File: src/rtl/ttq_pkg.sv
package ttq_pkg;
   localparam int CTL_W    = 8;
   localparam int CTL_EN   = 7;
   localparam int CTL_PER  = 6;
   localparam int CTL_PSHI = 3;
   localparam int CTL_PSLO = 2;
   localparam int CTL_WIDE = 1;
   localparam int CTL_ONCE = 0;

   typedef enum logic [1:0] {
      PSC_DIV1   = 2'b00,
      PSC_DIV16  = 2'b01,
      PSC_DIV256 = 2'b10,
      PSC_ALT256 = 2'b11
   } psc_sel_e;

   // register offsets inside a 16-byte block
   localparam logic [3:0] OFS_MASK  = 4'h0;
   localparam logic [3:0] OFS_RAW   = 4'h4;
   localparam logic [3:0] OFS_MSKD  = 4'h8;
   localparam logic [3:0] OFS_CLR   = 4'hC;
   localparam logic [3:0] OFS_START = 4'h0;
   localparam logic [3:0] OFS_LIVE  = 4'h4;
   localparam logic [3:0] OFS_CTRL  = 4'h8;
   localparam logic [3:0] OFS_RELD  = 4'hC;
endpackage

File: src/rtl/ttq_prescaler.sv
module ttq_prescaler
   import ttq_pkg::*;
#(
   parameter int MID_LOG2 = 4,
   parameter int HI_LOG2  = 8
)(
   input  logic     clk,
   input  logic     rst_n,
   input  logic     run,
   input  logic     restart,
   input  psc_sel_e sel,
   output logic     tick
);
   if (MID_LOG2 < 1 || HI_LOG2 <= MID_LOG2) begin : g_bad_div
      $error("ttq_prescaler: need 1 <= MID_LOG2 < HI_LOG2");
   end

   logic [HI_LOG2-1:0] phase_q;

   always_ff @(posedge clk or negedge rst_n) begin
      if (!rst_n)       phase_q <= '0;
      else if (restart) phase_q <= '0;
      else if (run)     phase_q <= phase_q + 1'b1;
   end

   always_comb begin
      unique case (sel)
         PSC_DIV1:  tick = run;
         PSC_DIV16: tick = run && (&phase_q[MID_LOG2-1:0]);
         default:   tick = run && (&phase_q);
      endcase
   end
endmodule

File: src/rtl/ttq_channel.sv
module ttq_channel
   import ttq_pkg::*;
#(
   parameter int CNT_W        = 32,
   parameter int NARROW_W     = 16,
   parameter int PSC_MID_LOG2 = 4,
   parameter int PSC_HI_LOG2  = 8
)(
   input  logic             clk,
   input  logic             rst_n,
   input  logic [CNT_W-1:0] wdata,
   input  logic             we_start,
   input  logic             we_ctrl,
   input  logic             we_reld,
   output logic [CTL_W-1:0] ctrl_o,
   output logic [CNT_W-1:0] start_o,
   output logic [CNT_W-1:0] reld_o,
   output logic [CNT_W-1:0] live_o,
   output logic             event_o
);
   if (NARROW_W < 1 || NARROW_W >= CNT_W) begin : g_bad_w
      $error("ttq_channel: need 1 <= NARROW_W < CNT_W");
   end

   localparam logic [CNT_W-1:0] ALL_ONES    = '1;
   localparam logic [CNT_W-1:0] NARROW_MASK = {{(CNT_W-NARROW_W){1'b0}}, {NARROW_W{1'b1}}};
   localparam logic [CNT_W-1:0] ONE         = CNT_W'(1);

   logic [CTL_W-1:0] ctl_q;
   logic [CNT_W-1:0] start_q, reld_q, cnt_q, cnt_d;
   logic [CNT_W-1:0] wmask, cnt_eff, reld_eff;
   logic             tick, at_zero, at_one;

   assign wmask    = ctl_q[CTL_WIDE] ? ALL_ONES : NARROW_MASK;
   assign cnt_eff  = cnt_q & wmask;
   assign reld_eff = reld_q & wmask;
   assign at_zero  = (cnt_eff == '0);
   assign at_one   = (cnt_eff == ONE);

   ttq_prescaler #(.MID_LOG2(PSC_MID_LOG2), .HI_LOG2(PSC_HI_LOG2)) u_psc (
      .clk     (clk),
      .rst_n   (rst_n),
      .run     (ctl_q[CTL_EN]),
      .restart (we_ctrl),
      .sel     (psc_sel_e'(ctl_q[CTL_PSHI:CTL_PSLO])),
      .tick    (tick)
   );

   always_comb begin
      cnt_d = cnt_q;
      if (we_start) begin
         cnt_d = wdata;
      end else if (tick) begin
         if (!at_zero)                cnt_d = cnt_eff - ONE;
         else if (ctl_q[CTL_ONCE])    cnt_d = cnt_eff;
         else if (ctl_q[CTL_PER])     cnt_d = reld_eff;
         else                         cnt_d = wmask;
      end
   end

   assign event_o = tick && at_one && !we_start;

   always_ff @(posedge clk or negedge rst_n) begin
      if (!rst_n) begin
         ctl_q   <= '0;
         start_q <= ALL_ONES;
         reld_q  <= ALL_ONES;
         cnt_q   <= ALL_ONES;
      end else begin
         if (we_ctrl)  ctl_q   <= wdata[CTL_W-1:0];
         if (we_start) start_q <= wdata;
         if (we_reld)  reld_q  <= wdata;
         cnt_q <= cnt_d;
      end
   end

   assign ctrl_o  = ctl_q;
   assign start_o = start_q;
   assign reld_o  = reld_q;
   assign live_o  = cnt_eff;
endmodule

File: src/rtl/ttq_irq.sv
module ttq_irq #(
   parameter int NUM_CH = 4
)(
   input  logic              clk,
   input  logic              rst_n,
   input  logic [NUM_CH-1:0] ev,
   input  logic              we_mask,
   input  logic              we_clr,
   input  logic [NUM_CH-1:0] wbits,
   output logic [NUM_CH-1:0] mask_o,
   output logic [NUM_CH-1:0] raw_o,
   output logic [NUM_CH-1:0] masked_o,
   output logic              irq_o
);
   logic [NUM_CH-1:0] mask_q, raw_q, clr_bits;

   assign clr_bits = we_clr ? wbits : '0;

   always_ff @(posedge clk or negedge rst_n) begin
      if (!rst_n) begin
         mask_q <= '0;
         raw_q  <= '0;
      end else begin
         if (we_mask) mask_q <= wbits;
         raw_q <= ev | (raw_q & ~clr_bits);
      end
   end

   assign mask_o   = mask_q;
   assign raw_o    = raw_q;
   assign masked_o = raw_q & mask_q;
   assign irq_o    = |masked_o;
endmodule

File: src/rtl/tick_timer_quad.sv
module tick_timer_quad
   import ttq_pkg::*;
#(
   parameter int NUM_CH       = 4,
   parameter int DATA_W       = 32,
   parameter int CNT_W        = 32,
   parameter int NARROW_W     = 16,
   parameter int ADDR_W       = 8,
   parameter int PSC_MID_LOG2 = 4,
   parameter int PSC_HI_LOG2  = 8
)(
   input  logic              clk,
   input  logic              rst_n,
   input  logic [ADDR_W-1:0] bus_addr,
   input  logic [DATA_W-1:0] bus_wdata,
   input  logic              bus_we,
   output logic [DATA_W-1:0] bus_rdata,
   output logic              irq_o
);
   localparam int BLK_W = ADDR_W - 4;

   if (BLK_W < $clog2(NUM_CH + 1)) begin : g_bad_addr
      $error("tick_timer_quad: ADDR_W too small for NUM_CH");
   end
   if (CNT_W > DATA_W || NUM_CH > DATA_W || DATA_W < CTL_W) begin : g_bad_data
      $error("tick_timer_quad: DATA_W too small");
   end

   logic [BLK_W-1:0]  blk;
   logic [3:0]        ofs;
   logic              we_mask, we_clr;
   logic [NUM_CH-1:0] start_we, ctrl_we, reld_we, ev, clr_v;
   logic [NUM_CH-1:0] mask_r, raw_st, masked;
   logic [CNT_W-1:0]  start_v [NUM_CH];
   logic [CNT_W-1:0]  reld_v  [NUM_CH];
   logic [CNT_W-1:0]  live_v  [NUM_CH];
   logic [CTL_W-1:0]  ctrl_v  [NUM_CH];
   logic [NUM_CH*CNT_W-1:0] live_flat;
   logic [NUM_CH*CTL_W-1:0] ctrl_flat;

   assign blk     = bus_addr[ADDR_W-1:4];
   assign ofs     = bus_addr[3:0];
   assign we_mask = bus_we && (blk == '0) && (ofs == OFS_MASK);
   assign we_clr  = bus_we && (blk == '0) && (ofs == OFS_CLR);
   assign clr_v   = we_clr ? bus_wdata[NUM_CH-1:0] : '0;

   for (genvar g = 0; g < NUM_CH; g++) begin : g_ch
      logic hit;
      assign hit         = bus_we && (blk == BLK_W'(g + 1));
      assign start_we[g] = hit && (ofs == OFS_START);
      assign ctrl_we[g]  = hit && (ofs == OFS_CTRL);
      assign reld_we[g]  = hit && (ofs == OFS_RELD);

      ttq_channel #(
         .CNT_W(CNT_W), .NARROW_W(NARROW_W),
         .PSC_MID_LOG2(PSC_MID_LOG2), .PSC_HI_LOG2(PSC_HI_LOG2)
      ) u_chan (
         .clk      (clk),
         .rst_n    (rst_n),
         .wdata    (bus_wdata[CNT_W-1:0]),
         .we_start (start_we[g]),
         .we_ctrl  (ctrl_we[g]),
         .we_reld  (reld_we[g]),
         .ctrl_o   (ctrl_v[g]),
         .start_o  (start_v[g]),
         .reld_o   (reld_v[g]),
         .live_o   (live_v[g]),
         .event_o  (ev[g])
      );

      assign live_flat[g*CNT_W +: CNT_W] = live_v[g];
      assign ctrl_flat[g*CTL_W +: CTL_W] = ctrl_v[g];
   end

   ttq_irq #(.NUM_CH(NUM_CH)) u_irq (
      .clk      (clk),
      .rst_n    (rst_n),
      .ev       (ev),
      .we_mask  (we_mask),
      .we_clr   (we_clr),
      .wbits    (bus_wdata[NUM_CH-1:0]),
      .mask_o   (mask_r),
      .raw_o    (raw_st),
      .masked_o (masked),
      .irq_o    (irq_o)
   );

   always_comb begin
      bus_rdata = '0;
      if (blk == '0) begin
         case (ofs)
            OFS_MASK: bus_rdata[NUM_CH-1:0] = mask_r;
            OFS_RAW:  bus_rdata[NUM_CH-1:0] = raw_st;
            OFS_MSKD: bus_rdata[NUM_CH-1:0] = masked;
            default:  bus_rdata = '0;
         endcase
      end else begin
         for (int i = 0; i < NUM_CH; i++) begin
            if (blk == BLK_W'(i + 1)) begin
               case (ofs)
                  OFS_START: bus_rdata[CNT_W-1:0] = start_v[i];
                  OFS_LIVE:  bus_rdata[CNT_W-1:0] = live_v[i];
                  OFS_CTRL:  bus_rdata[CTL_W-1:0] = ctrl_v[i];
                  OFS_RELD:  bus_rdata[CNT_W-1:0] = reld_v[i];
                  default:   bus_rdata = '0;
               endcase
            end
         end
      end
   end
endmodule

File: config.mk
export PLATFORM = sky130hd
export DESIGN_NAME = tick_timer_quad
export DESIGN_NICKNAME = d
export VERILOG_FILES = /design/src/rtl/ttq_pkg.sv /design/src/rtl/ttq_prescaler.sv /design/src/rtl/ttq_channel.sv /design/src/rtl/ttq_irq.sv /design/src/rtl/tick_timer_quad.sv
export SDC_FILE = /design/constraint.sdc
export NUM_CORES = 1
export LEC_CHECK = 0
export ABC_AREA = 1
export BUFFER_PORTS_ARGS = -buffer_cell sky130_fd_sc_hd__buf_4
export CORE_UTILIZATION = 55
export CTS_BUF_LIST = sky130_fd_sc_hd__clkbuf_16
export DETAILED_ROUTE_END_ITERATION = 8
export HOLD_SLACK_MARGIN = 0.1
export PLACE_DENSITY = 0.74
export RECOVER_POWER = 25
export SYNTH_ARGS = -nofsm -noshare
export SYNTH_HDL_FRONTEND = slang
export SYNTH_SLANG_ARGS = --single-unit
File: constraint.sdc
create_clock -name clk -period 2.9 [get_ports clk]
set_input_delay 0.145 -clock clk [delete_from_list [all_inputs] [get_ports clk]]
set_output_delay 0.145 -clock clk [all_outputs]
set_load 0.03 [all_outputs]
Word-level counts from Yosys, hierarchy flattened
Index checks and enable logic that the tools add are counted.
{"block": "op_classes", "n_bitwise": 12, "n_mux": 51, "add_sub_neg": 8, "reduce_logical": 66, "eq_ne": 15}
{"cell": "32-bit two-way mux", "n": 29}
{"cell": "24-bit one-hot mux with 4 select lines", "n": 3}
{"cell": "32-bit AND", "n": 8}
{"cell": "32-bit by 1-bit == test with 1-bit output (second input constant)", "n": 4}
{"cell": "32-bit zero test", "n": 4}
{"cell": "8-bit one-hot mux with 4 select lines", "n": 4}
{"cell": "32-bit by 1-bit subtractor with 32-bit output (second input constant)", "n": 4}
{"cell": "24-bit one-hot mux with 3 select lines", "n": 1}
{"cell": "8-bit two-way mux", "n": 8}
{"cell": "1-bit logical AND", "n": 35}
{"cell": "8-bit by 1-bit adder with 8-bit output (second input constant)", "n": 4}
{"cell": "8-bit AND reduction", "n": 4}
{"cell": "4-bit AND reduction", "n": 4}
{"cell": "2-bit nonzero test", "n": 8}
{"cell": "4-bit one-hot mux with 3 select lines", "n": 1}
{"cell": "4-bit AND", "n": 2}
{"cell": "2-bit by 1-bit == test with 1-bit output (second input constant)", "n": 4}
{"cell": "4-bit by 2-bit == test with 1-bit output (second input constant)", "n": 2}
{"cell": "4-bit by 3-bit == test with 1-bit output (second input constant)", "n": 2}
{"cell": "4-bit == test (second input constant)", "n": 2}
{"cell": "2-bit zero test", "n": 4}
{"cell": "4-bit zero test", "n": 2}
{"cell": "1-bit one-hot mux with 2 select lines", "n": 4}
{"cell": "4-bit by 1-bit == test with 1-bit output (second input constant)", "n": 1}
{"cell": "5 further kinds", "n": 8}
{"block": "word_totals", "output_inout_bits": 33, "regBits": 456, "word_cells": 174, "inputBits": 43}

Longest topological paths before layout
Gate-level depths: netlist of the first run.
{"block": "depth", "ltp_word": 11, "mapped_depth": 15, "depth_no_buf": 14}

Modules after synthesis
From an unflattened synthesis of the first run, not the netlist that was laid out.
{"block": "unflattened", "cells_unflattened": 4421, "hier_area_um2": 30814.6}
{"module": "ttq_channel", "area_each_um2": 6168.4, "seq_area_each_um2": 2722.6, "n_inst": 4, "cells_per_inst": 804}
{"module": "tick_timer_quad", "area_each_um2": 3995.1, "seq_area_each_um2": 0.0, "n_inst": 1, "cells_per_inst": 920}
{"module": "ttq_prescaler", "area_each_um2": 446.7, "seq_area_each_um2": 200.2, "n_inst": 4, "cells_per_inst": 59}
{"module": "ttq_irq", "area_each_um2": 359.1, "seq_area_each_um2": 200.2, "n_inst": 1, "cells_per_inst": 49}

Least setup slack after synthesis of the first run
Ideal clock, no wire load.
{"block": "synth_timing", "kind": "reg2reg", "startpoint": "register g_ch[1].u_chan.cnt_q[0]", "endpoint": "register g_ch[1].u_chan.cnt_q[5]", "setup_ns": 0.073, "t_arrival_ns": 1.907, "synth_period_minus_slack_ns": 1.980, "path_buffers": 2, "setup_slack_ns": 0.920, "t_required_ns": 2.827, "path_stages_with_launch": 13, "cell_sequence": "dfstp_2 > inv_1 > ha_1 > nand2_2 > nor2_4 > and2_0 > buf_2 > nand2_4 > buf_2 > nand2_1 > o21ai_0 > nand2_1 > a21oi_1"}
{"block": "synth_via", "elab_chain_cells": 5, "elab_cells_between_ends": 6, "classes_between": "add/sub (1); mux (3); bitwise (1); reduce/logical (1)"}
{"item": "from (decl)", "line": "ttq_channel.sv:30", "rtl": "logic [CNT_W-1:0] start_q, reld_q, cnt_q, cnt_d;"}
{"item": "from (signal assigned)", "line": "ttq_channel.sv:73", "rtl": "cnt_q <= cnt_d;"}
{"item": "32-bit AND (*)", "line": "ttq_channel.sv:35", "rtl": "assign cnt_eff = cnt_q & wmask;"}
{"item": "32-bit by 1-bit subtractor with 32-bit output or 32-bit zero test (tied branches)", "line": "ttq_channel.sv:54, ttq_channel.sv:37"}
{"item": "32-bit two-way mux (*)", "line": "ttq_channel.sv:54", "rtl": "if (!at_zero) cnt_d = cnt_eff - ONE;"}
{"item": "32-bit two-way mux (*)", "line": "ttq_channel.sv:53", "rtl": "end else if (tick) begin"}
{"item": "32-bit two-way mux (*)", "line": "ttq_channel.sv:51", "rtl": "if (we_start) begin"}
Every way passes the cells marked *; elsewhere a longest branch is shown, timed or not. The select of a mux whose other input is x is not followed.
A chain may end at the register's enable or synchronous reset.

Final worst setup path of the first run
{"block": "layout_timing", "startpoint": "register g_ch[0].u_chan.ctl_q[1]", "endpoint": "output port bus_rdata[26]"}
{"block": "layout_via", "elab_chain_cells": 11}
{"item": "from (decl)", "line": "ttq_channel.sv:29", "rtl": "logic [CTL_W-1:0] ctl_q;"}
{"item": "from (signal assigned)", "line": "ttq_channel.sv:70", "rtl": "if (we_ctrl) ctl_q <= wdata[CTL_W-1:0];"}
{"item": "32-bit two-way mux (*)", "line": "ttq_channel.sv:34", "rtl": "assign wmask = ctl_q[CTL_WIDE] ? ALL_ONES : NARROW_MASK;"}
{"item": "32-bit AND (*)", "line": "ttq_channel.sv:35"}
{"item": "24-bit one-hot mux with 3 select lines (*)", "line": "tick_timer_quad.sv:100", "rtl": "case (ofs)"}
{"item": "32-bit two-way mux (*)", "line": "tick_timer_quad.sv:99", "rtl": "if (blk == BLK_W'(i + 1)) begin"}
{"item": "24-bit one-hot mux with 4 select lines", "line": "tick_timer_quad.sv:100"}
{"item": "32-bit two-way mux (*)", "line": "tick_timer_quad.sv:99"}
{"item": "24-bit one-hot mux with 4 select lines", "line": "tick_timer_quad.sv:100"}
{"item": "32-bit two-way mux (*)", "line": "tick_timer_quad.sv:99"}
{"item": "24-bit one-hot mux with 4 select lines", "line": "tick_timer_quad.sv:100"}
{"item": "32-bit two-way mux (*)", "line": "tick_timer_quad.sv:99"}
{"item": "32-bit two-way mux (*)", "line": "tick_timer_quad.sv:90", "rtl": "if (blk == '0) begin"}
{"item": "to (decl)", "line": "tick_timer_quad.sv:17", "rtl": "output logic [DATA_W-1:0] bus_rdata,"}
Every way passes the cells marked *; elsewhere a longest branch is shown, timed or not.

==> results of run 1 <==
==> where the power goes <==
group | leakage [nW] | internal [W] | switching (W)
sequential | 4.82 | 0.00787 | 0.000892
combinational | 11.2 | 0.00416 | 0.00915
clock | 0.867 | 0.00391 | 0.00293
total | 16.9 | 0.0159 | 0.0130
==> kinds of logic (layout without fill, tap and decap cells) <==
| group | after synthesis | after routing |
|---|---|---|
| simple gates | 2048 | 2048 |
| compound gates | 955 | 955 |
| fa+ha+maj | 13 | 13 |
| flops | 456 | 456 |
| buf+inv | 706 | 860 |
| xor+xnor | 57 | 57 |
| mux | 2 | 2 |
==> path summary, 6_finish.rpt <==
check | from | to | slack, ps | cells past startpoint
max | g_ch[0].u_chan.ctrl_o[1] | bus_rdata[26] | 60 | 9
min | bus_addr[7] | u_irq.mask_o[0] | 180 | 6
max reg2reg | g_ch[2].u_chan.cnt_q[0] | g_ch[2].u_chan.cnt_q[23] | 300 | 11
min reg2reg | g_ch[2].u_chan.start_o[17] | g_ch[2].u_chan.start_o[17] | 460 | 2
max in group asynchronous | rst_n | g_ch[1].u_chan.ctrl_o[1] | 460 | 2
min in group asynchronous | rst_n | g_ch[1].u_chan.ctrl_o[1] | 880 | 2
==> per-stage QoR <==
step,hold slack (ps),cells,worst slack [ps],utilization [%],power (W)
after CTS,131,5078,41.3,63.1,0.0285
after floorplan,-151,4237,920,-,0.0179
final,183,5079,56.9,63.1,0.0289
after detailed placement,242,4945,294,59.1,0.0216
after global placement,238,4945,309,59.1,0.0215
after global routing,226,5079,20.0,63.1,0.0309
==> worst reg2reg max path: cells and delay by family (launching register included) <==
| kind | cells | cell delay [ps] |
|---|---|---|
| and+or+nand+nor | 6 | 1190 |
| buffers and inverters | 2 | 210 |
| DFF | 1 | 390 |
| AOI/OAI and AO/OA | 2 | 370 |
| adders and majority gates | 1 | 340 |
==> routing by layer <==
layer,vias up,routed length (um),part of all wire [%],global-route usage (%)
li1,13909,-,-,-
met1,13967,45800,42,57.5
met2,1685,45500,42,58.0
met3,285,11100,10,7.11
met4,4,5590,5.2,19.2
met5,-,138,0.13,3.58
==> state kept, by name, summed over array words and instances, names as in the netlist <==
register,count
g_ch.u_chan.u_psc.phase_q,32
g_ch.u_chan.cnt_q,128
u_irq.raw_o,4
g_ch.u_chan.ctrl_o,32
g_ch.u_chan.start_o,128
g_ch.u_chan.reld_o,128
u_irq.mask_o,4
==> cells in the final DEF (no fill, tap or decap), types with 18 or more instances in the layout <==
master and instances:
sky130_fd_sc_hd__o21ai_1 25, sky130_fd_sc_hd__nor2_2 19, sky130_fd_sc_hd__dfrtp_1 69, sky130_fd_sc_hd__o221ai_1 18, sky130_fd_sc_hd__nand4_1 31, sky130_fd_sc_hd__nor2_1 448, sky130_fd_sc_hd__buf_4 207, sky130_fd_sc_hd__o2111ai_1 19
sky130_fd_sc_hd__clkbuf_16 54, sky130_fd_sc_hd__nor3_1 23, sky130_fd_sc_hd__o21ai_0 525, sky130_fd_sc_hd__dlygate4sd3_1 35, sky130_fd_sc_hd__o22ai_1 92, sky130_fd_sc_hd__o211ai_1 25, sky130_fd_sc_hd__inv_1 498, sky130_fd_sc_hd__nand2_1 1232
sky130_fd_sc_hd__dfstp_2 384, sky130_fd_sc_hd__a21oi_1 183, sky130_fd_sc_hd__nand2_2 36, sky130_fd_sc_hd__nand3_1 211, sky130_fd_sc_hd__o21bai_1 46, sky130_fd_sc_hd__xor2_1 50
==> what timing repair did <==
action / in CTS / in global routing
hold buffers: 35 / 0
endpoints found under the hold margin: 427 / 0
gates resized for setup: 3 / 4
setup endpoints to repair: 6 / 5
==> cell type report <==
cell class / count / area, um2
Timing Repair Buffer: 259 / 2210
Clock inverter: 44 / 378
Fill cell: 4920 / 19400
Sequential cell: 456 / 11900
Multi-Input combinational cell: 3075 / 14500
Clock buffer: 54 / 1350
Tap cell: 688 / 861
Inverter: 503 / 1890
==> impl_results.html, run 1 <==
<table>
<tr><th>Metric</th><th>Value</th></tr>
<tr><th colspan="2">Outcome</th></tr>
<tr><td>Result of the run</td><td>finished, violations left</td></tr>
<tr><td>Violated checks</td><td>capacitance limit, slew limit</td></tr>
<tr><th colspan="2">Clock tree</th></tr>
<tr><td>CTS sink count</td><td>456</td></tr>
<tr><td>Latest clock arrival within the worst-skew pair</td><td>630 ps</td></tr>
<tr><td>Number of buffers on the longest clock path</td><td>3</td></tr>
<tr><td>Root Driver</td><td>sky130_fd_sc_hd__clkbuf_16</td></tr>
<tr><td>Number of levels the H-tree was split into</td><td>2</td></tr>
<tr><td>Count of buffers added by post-CTS timing repair for setup</td><td>0</td></tr>
<tr><td>TritonCTS buffer count</td><td>53</td></tr>
<tr><td>Register clock-pin slew on the reported worst setup and hold paths</td><td>60 ps</td></tr>
<tr><td>Clock tree from TritonCTS</td><td>built</td></tr>
<tr><th colspan="2">Drt</th></tr>
<tr><td>Drt first-iter violations</td><td>3,618</td></tr>
<tr><td>Wire length per cell</td><td>21.3 um</td></tr>
<tr><td>Post-route antenna net violation count</td><td>0</td></tr>
<tr><td>Residual DRC count</td><td>0</td></tr>
<tr><td>Total vias in the final route</td><td>29,850</td></tr>
<tr><td>Length of the first detailed-routing pass in iterations</td><td>6</td></tr>
<tr><td>Sum of routed wire length over all layers</td><td>108,000 um</td></tr>
<tr><td>Mean number of vias per cell</td><td>5.88</td></tr>
<tr><th colspan="2">Yosys</th></tr>
<tr><td>Area leader, netlist</td><td>sky130_fd_sc_hd__dfstp_2</td></tr>
<tr><td>Most frequently used flop master after synthesis</td><td>sky130_fd_sc_hd__dfstp_2</td></tr>
<tr><td>Commonest cells in the synthesized netlist</td><td>sky130_fd_sc_hd__nand2_1, sky130_fd_sc_hd__o21ai_0, sky130_fd_sc_hd__inv_1, sky130_fd_sc_hd__nor2_1, sky130_fd_sc_hd__dfstp_2</td></tr>
<tr><td>Mean cell area of the mapped netlist</td><td>6.88 um2</td></tr>
<tr><td>Share of Yosys cell area claimed by the top area cell type</td><td>34.6%</td></tr>
<tr><td>Share of synthesized cell area in and, or, nand and nor gates</td><td>29.0%</td></tr>
<tr><td>Largest family of logic cells by synthesized area</td><td>simple AND/OR/NAND/NOR gates</td></tr>
<tr><td>Most frequently used cell type in the post-synthesis netlist</td><td>sky130_fd_sc_hd__nand2_1</td></tr>
<tr><td>Dominant cells by area after synthesis</td><td>sky130_fd_sc_hd__dfstp_2, sky130_fd_sc_hd__nand2_1, sky130_fd_sc_hd__o21ai_0, sky130_fd_sc_hd__inv_1, sky130_fd_sc_hd__dfrtp_1</td></tr>
<tr><td>Sequential share of the synthesized area</td><td>40.8%</td></tr>
<tr><td>Number of enable flip-flop cells after synthesis</td><td>0</td></tr>
<tr><td>Area of the mapped netlist</td><td>29,200 um2</td></tr>
<tr><td>Synth Instances</td><td>4,237</td></tr>
<tr><td>Distinct cells, synth</td><td>50</td></tr>
<tr><td>Area share of fa/ha/maj cells after synthesis</td><td>0.558%</td></tr>
<tr><td>Compound-Gate Fraction of Synth Area</td><td>18.1%</td></tr>
<tr><td>Mux contribution to synthesized area</td><td>0.0772%</td></tr>
<tr><td>Synthesized-area fraction occupied by xor and xnor cells</td><td>1.71%</td></tr>
<tr><td>Number of synthesized register bits</td><td>456</td></tr>
<tr><td>Post-synthesis net count</td><td>4,293</td></tr>
<tr><td>Synth warn</td><td>0</td></tr>
<tr><td>Share of synthesized registers carrying an async set or reset</td><td>100%</td></tr>
<tr><th colspan="2">STA</th></tr>
<tr><td>Relative max-transition margin</td><td>-63.5%</td></tr>
<tr><td>Time the worst path needs with I/O delays and setup</td><td>2840 ps</td></tr>
<tr><td>Peak Freq</td><td>0.352 GHz</td></tr>
<tr><td>Final hold vios</td><td>0</td></tr>
<tr><td>Fin Setup TNS</td><td>0 ps</td></tr>
<tr><td>Number of failing setup endpoints in the final timing report</td><td>0</td></tr>
<tr><td>Transition time at the pin with the least slew margin</td><td>2450 ps</td></tr>
<tr><td>Count of pins over their slew limit</td><td>74</td></tr>
<tr><td>Crit share post-route</td><td>98.0%</td></tr>
<tr><td>Clock skew</td><td>26.3 ps</td></tr>
<tr><td>RSZ-0062 raised after global routing</td><td>no</td></tr>
<tr><th colspan="2">Critical path</th></tr>
<tr><td>Critical path's slowest cell</td><td>sky130_fd_sc_hd__dfrtp_1</td></tr>
<tr><td>Buffers plus inverters on the worst setup path</td><td>3</td></tr>
<tr><td>Most frequent cell on the critical path</td><td>sky130_fd_sc_hd__buf_4</td></tr>
<tr><td>Arrival time at the worst endpoint</td><td>2700 ps</td></tr>
<tr><td>Peak per-stage delay on the critical path</td><td>650 ps</td></tr>
<tr><td>Max FO, Critical Path</td><td>9</td></tr>
<tr><td>Startpoint kind of the worst setup timing path</td><td>flip-flop</td></tr>
<tr><td>CP cell instances</td><td>buf_4 -&gt; nand2_1 -&gt; o221ai_1 -&gt; nand2_1 -&gt; nand3_1 -&gt; nor2_1 -&gt; nor2_1 -&gt; buf_4 -&gt; buf_4</td></tr>
<tr><td>Worst Path Class, Setup</td><td>flip-flop to output pin</td></tr>
<tr><td>Crit path max-delay family</td><td>flip-flops</td></tr>
<tr><td>Data required time of the critical path</td><td>2760 ps</td></tr>
<tr><td>Critical Path End Type</td><td>output pin</td></tr>
<tr><th colspan="2">Global routing</th></tr>
<tr><td>Initial antenna violation count</td><td>2</td></tr>
<tr><td>Maximum number of pins on one net before global-route repair</td><td>80</td></tr>
<tr><td>First-pass GRT wire length</td><td>165,000 um</td></tr>
<tr><td>Number of global-route vias before repair</td><td>27,859</td></tr>
<tr><td>Final global-route overflow total</td><td>0</td></tr>
<tr><td>Aggregate global-route resource usage</td><td>40.1%</td></tr>
<tr><th colspan="2">Floorplanning</th></tr>
<tr><td>Floorplan core area</td><td>52,400 um2</td></tr>
<tr><td>Floorplan die height</td><td>232 um</td></tr>
<tr><td>Count of pins on the block boundary</td><td>76</td></tr>
<tr><td>Number of rows in the core area</td><td>84</td></tr>
<tr><td>Die extent in x</td><td>232 um</td></tr>
<tr><td>Effective utilization at floorplan</td><td>55.6%</td></tr>
<tr><td>Die area</td><td>53,900 um2</td></tr>
<tr><th colspan="2">Placed design</th></tr>
<tr><td>Post-detail-place hpwl</td><td>78,900 um</td></tr>
<tr><td>IO buf count</td><td>75</td></tr>
<tr><td>Dpl cell area</td><td>31,000 um2</td></tr>
<tr><td>Final RePlAce weighted congestion</td><td>1.05</td></tr>
<tr><th colspan="2">Pwr</th></tr>
<tr><td>Largest voltage drop on the vdd net</td><td>0.619 mV</td></tr>
<tr><td>Power per standard cell area</td><td>874 nW/um2</td></tr>
<tr><td>Leakage power</td><td>16.9 nW</td></tr>
<tr><th colspan="2">Finish</th></tr>
<tr><td>Final instance area</td><td>33,100 um2</td></tr>
<tr><td>N_diodes</td><td>0</td></tr>
<tr><td>Nets</td><td>4,404</td></tr>
<tr><td>Area delta synth-&gt;final</td><td>13.5%</td></tr>
<tr><td>Share of layout cells above drive strength 1</td><td>18.1%</td></tr>
<tr><th colspan="2">Flow run</th></tr>
<tr><td>Count of maximum capacitance violations</td><td>1</td></tr>
<tr><th colspan="2">Hold path</th></tr>
<tr><td>Hold crit path type</td><td>input pin to flip-flop</td></tr>
</table>
Power figures use the tool's default switching activity.
==> run 2, diff against run 1 <==
--- a/config.mk
+++ b/config.mk
@@ -8,7 +8,7 @@
 export ABC_AREA = 1
 export BUFFER_PORTS_ARGS = -buffer_cell sky130_fd_sc_hd__buf_4
 export CORE_UTILIZATION = 55
-export CTS_BUF_LIST = sky130_fd_sc_hd__clkbuf_16
+export CTS_BUF_LIST = sky130_fd_sc_hd__clkbuf_4
 export DETAILED_ROUTE_END_ITERATION = 8
 export HOLD_SLACK_MARGIN = 0.1
 export PLACE_DENSITY = 0.74
==> impl_results.html, run 2 (synthesized netlist as in run 1, its figures left out) <==
<table>
<tr><th>Metric</th><th>Value</th></tr>
<tr><th colspan="2">Clock tree</th></tr>
<tr><td>Number of buffers on the longest clock path</td><td>3 (unchanged)</td></tr>
<tr><td>Latest clock arrival within the worst-skew pair</td><td>1010 ps (+380 ps)</td></tr>
<tr><td>TritonCTS buffer count</td><td>134 (+150%)</td></tr>
<tr><td>Clock tree from TritonCTS</td><td>built</td></tr>
<tr><td>Root Driver</td><td>sky130_fd_sc_hd__clkbuf_4</td></tr>
<tr><td>Register clock-pin slew on the reported worst setup and hold paths</td><td>60 ps (about the same)</td></tr>
<tr><td>CTS sink count</td><td>456 (unchanged)</td></tr>
<tr><td>Number of levels the H-tree was split into</td><td>4 (+2)</td></tr>
<tr><th colspan="2">Hold path</th></tr>
<tr><td>Hold crit path type</td><td>input pin to flip-flop</td></tr>
<tr><td>Worst Hold Path Cells</td><td>4 (-2)</td></tr>
<tr><td>Worst hold path endpoint</td><td>g_ch[3].u_chan.reld_o[20]</td></tr>
<tr><td>Hold path startpoint</td><td>bus_wdata[20]</td></tr>
<tr><th colspan="2">STA</th></tr>
<tr><td>Fin Setup TNS</td><td>-139 ps (-139 ps)</td></tr>
<tr><td>Peak Freq</td><td>0.340 GHz (-3.4%)</td></tr>
<tr><td>Transition time at the pin with the least slew margin</td><td>2330 ps (-122 ps)</td></tr>
<tr><td>Final hold vios</td><td>0 (unchanged)</td></tr>
<tr><td>Relative max-transition margin</td><td>-55.3% (+8.2 points)</td></tr>
<tr><td>Clock skew</td><td>51.9 ps (+25.6 ps)</td></tr>
<tr><td>Final worst slack</td><td>-42.9 ps (-99.7 ps)</td></tr>
<tr><td>Final hold slack</td><td>162 ps (-20.9 ps)</td></tr>
<tr><td>Time the worst path needs with I/O delays and setup</td><td>2940 ps (+99.7 ps)</td></tr>
<tr><td>Crit share post-route</td><td>101% (+3.4 points)</td></tr>
<tr><td>Count of pins over their slew limit</td><td>77 (+4.1%)</td></tr>
<tr><td>Number of failing setup endpoints in the final timing report</td><td>6 (+6)</td></tr>
<tr><th colspan="2">Pwr</th></tr>
<tr><td>Largest voltage drop on the vdd net</td><td>0.509 mV (-18%)</td></tr>
<tr><td>Power per standard cell area</td><td>851 nW/um2 (-2.6%)</td></tr>
<tr><td>Leakage power</td><td>17.5 nW (+3.5%)</td></tr>
<tr><td>Tot Pwr</td><td>0.0292 W (+0.93%)</td></tr>
<tr><th colspan="2">Drt</th></tr>
<tr><td>Residual DRC count</td><td>0 (unchanged)</td></tr>
<tr><td>Total vias in the final route</td><td>31,209 (+4.6%)</td></tr>
<tr><td>Length of the first detailed-routing pass in iterations</td><td>6 (unchanged)</td></tr>
<tr><td>Wire length per cell</td><td>21.4 um (+0.39%)</td></tr>
<tr><td>Post-route antenna net violation count</td><td>0 (unchanged)</td></tr>
<tr><td>Sum of routed wire length over all layers</td><td>113,000 um (+4.9%)</td></tr>
<tr><td>Drt first-iter violations</td><td>3,818 (+5.5%)</td></tr>
<tr><td>Mean number of vias per cell</td><td>5.88 (about the same)</td></tr>
<tr><th colspan="2">Critical path</th></tr>
<tr><td>Max FO, Critical Path</td><td>25 (+16)</td></tr>
<tr><td>Flop-to-flop setup slack</td><td>360 ps (+60 ps)</td></tr>
<tr><td>Arrival time at the worst endpoint</td><td>2800 ps (+100 ps)</td></tr>
<tr><td>Buffers plus inverters on the worst setup path</td><td>5 (+2)</td></tr>
<tr><td>Reg2reg start</td><td>g_ch[2].u_chan.cnt_q[0]</td></tr>
<tr><td>Most frequent cell on the critical path</td><td>sky130_fd_sc_hd__buf_4</td></tr>
<tr><td>Peak per-stage delay on the critical path</td><td>610 ps (-40 ps)</td></tr>
<tr><td>CP cell instances</td><td>buf_4 -&gt; dlygate4sd3_1 -&gt; nor2_2 -&gt; nand2_4 -&gt; buf_12 -&gt; buf_4 -&gt; o22ai_1 -&gt; o21ai_0 -&gt; o2111ai_2 -&gt; buf_4</td></tr>
<tr><td>Startpoint kind of the worst setup timing path</td><td>input pin</td></tr>
<tr><td>Critical path's slowest cell</td><td>sky130_fd_sc_hd__dlygate4sd3_1</td></tr>
<tr><td>Worst R2R Path Depth</td><td>11 (unchanged)</td></tr>
<tr><td>Reg-to-reg critical path endpoint</td><td>g_ch[2].u_chan.cnt_q[23]</td></tr>
<tr><td>Crit path max-delay family</td><td>buffers and inverters</td></tr>
<tr><td>Critical Path End Type</td><td>output pin</td></tr>
<tr><td>Data required time of the critical path</td><td>2760 ps (about the same)</td></tr>
<tr><td>Worst Path Class, Setup</td><td>input pin to output pin</td></tr>
<tr><th colspan="2">Floorplanning</th></tr>
<tr><td>Floorplan core area</td><td>52,400 um2 (unchanged)</td></tr>
<tr><td>Die extent in x</td><td>232 um (unchanged)</td></tr>
<tr><td>Floorplan die height</td><td>232 um (unchanged)</td></tr>
<tr><td>Effective utilization at floorplan</td><td>55.6% (unchanged)</td></tr>
<tr><td>Die area</td><td>53,900 um2 (unchanged)</td></tr>
<tr><td>Number of rows in the core area</td><td>84 (unchanged)</td></tr>
<tr><td>Count of pins on the block boundary</td><td>76 (unchanged)</td></tr>
<tr><th colspan="2">Global routing</th></tr>
<tr><td>First-pass GRT wire length</td><td>171,000 um (+3.5%)</td></tr>
<tr><td>GR met3 Demand/Resource</td><td>9.96% (+2.8 points)</td></tr>
<tr><td>Initial antenna violation count</td><td>2 (unchanged)</td></tr>
<tr><td>Grt peak-use layer</td><td>met2</td></tr>
<tr><td>Global routing met2 resource utilization</td><td>59.8% (+1.9 points)</td></tr>
<tr><td>Number of global-route vias before repair</td><td>29,429 (+5.6%)</td></tr>
<tr><td>Final global-route overflow total</td><td>0 (unchanged)</td></tr>
<tr><td>Maximum number of pins on one net before global-route repair</td><td>80 (unchanged)</td></tr>
<tr><td>GR Layer Usage met1</td><td>57.4% (-0.087 points)</td></tr>
<tr><td>Aggregate global-route resource usage</td><td>41.9% (+1.8 points)</td></tr>
<tr><th colspan="2">Finish</th></tr>
<tr><td>Commonest cells after routing, fill and taps aside</td><td>sky130_fd_sc_hd__nand2_1, sky130_fd_sc_hd__o21ai_0, sky130_fd_sc_hd__inv_1</td></tr>
<tr><td>Area delta synth-&gt;final</td><td>17.6%</td></tr>
<tr><td>Share of layout cells above drive strength 1</td><td>21.2% (+3.2 points)</td></tr>
<tr><td>Area taken by flip-flops and latches</td><td>11,900 um2 (about the same)</td></tr>
<tr><td>Final instance area</td><td>34,300 um2 (+3.6%)</td></tr>
<tr><td>Layout fillers</td><td>4,853 (-1.4%)</td></tr>
<tr><td>Most frequent standard cell in the layout excluding fill and tap cells</td><td>sky130_fd_sc_hd__nand2_1</td></tr>
<tr><td>Nets</td><td>4,568 (+3.7%)</td></tr>
<tr><td>Multi-input logic area</td><td>14,700 um2 (+1.5%)</td></tr>
<tr><th colspan="2">Flow run</th></tr>
<tr><td>Count of maximum capacitance violations</td><td>1 (unchanged)</td></tr>
<tr><th colspan="2">Placed design</th></tr>
<tr><td>Final RePlAce weighted congestion</td><td>1.05 (unchanged)</td></tr>
<tr><td>Dpl cell area</td><td>31,000 um2 (unchanged)</td></tr>
<tr><td>IO buf count</td><td>75 (unchanged)</td></tr>
<tr><td>Post-detail-place hpwl</td><td>78,900 um (unchanged)</td></tr>
<tr><th colspan="2">Outcome</th></tr>
<tr><td>Violated checks</td><td>capacitance limit, slew limit, setup timing</td></tr>
<tr><td>Result of the run</td><td>finished, violations left</td></tr>
</table>
-- run 2: cell count changes in the layout (fill, tap and decap cells not counted), sizes merged, moves of 3 or more --
cell	previous run	this run
clkbuf	56	199
dlygate4sd3	35	101
clkinv	26	41
buf	222	230
inv	508	501
clkinvlp	7	4
-- run 2: report_power, final --
group	total (W)	switching, W	internal, W
clock	0.00691	0.00315	0.00376
combinational	0.0135	0.00926	0.00425
sequential	0.00875	0.000881	0.00787
total	0.0292	0.0133	0.0159
-- run 2: metal layers --
metal | up-vias | wire (um)
met4 | 2 | 7080
met3 | 387 | 13200
met2 | 1919 | 47100
met1 | 14554 | 46100
li1 | 14347 | -
met5 | - | 13
-- run 2: what timing repair did --
item / 4_1_cts / 5_1_grt
setup buffers: 5 / 9
endpoints found under the hold margin: 911 / 0
gates resized for setup: 45 / 54
setup endpoints to repair: 20 / 66
hold buffers: 104 / 0
pin swaps: 0 / 6
gates cloned: 0 / 2
-- run 2: area by class of cell --
| type | instances | share of cell area (%) |
|---|---|---|
| multi-input cells | 3076 | 42.9 |
| flip-flops and latches | 456 | 34.7 |
| repair buffers | 341 | 8.86 |
| inverters | 503 | 5.54 |
| clock buffers | 191 | 4.18 |
| well taps | 688 | 2.51 |
| clock inverters | 51 | 1.24 |
| diodes | 2 | 0.0146 |
-- run 2: worst max-delay path by stage --
stage,start,end,slack [ps],cells after the start
floorplan,g_ch[1].u_chan.cnt_q[0],g_ch[1].u_chan.cnt_q[5],920,12
global placement,g_ch[0].u_chan.u_psc.phase_q[0],g_ch[0].u_chan.cnt_q[27],310,11
detailed placement,g_ch[3].u_chan.ctrl_o[1],g_ch[3].u_chan.cnt_q[9],290,10
CTS,g_ch[3].u_chan.ctrl_o[1],bus_rdata[19],-30,7
global route,g_ch[1].u_chan.ctrl_o[1],bus_rdata[20],-20,8
finish,bus_addr[3],bus_rdata[15],-40,10
-- run 2: worst min-delay path, cell delays in order --
cell,delay [ps]
sky130_fd_sc_hd__dlygate4sd3_1,540
sky130_fd_sc_hd__buf_4,160
sky130_fd_sc_hd__inv_1,170
sky130_fd_sc_hd__a21oi_1,100
-- run 2: metrics by stage --
stage                     worst slack, ps  util [%]  std cells
after floorplan                       920         -       4237
after global placement                309      59.1       4945
after detailed placement              294      59.1       4945
after CTS                           -32.4      65.0       5296
after global routing                -23.9      65.4       5307
final                               -42.9      65.4       5308
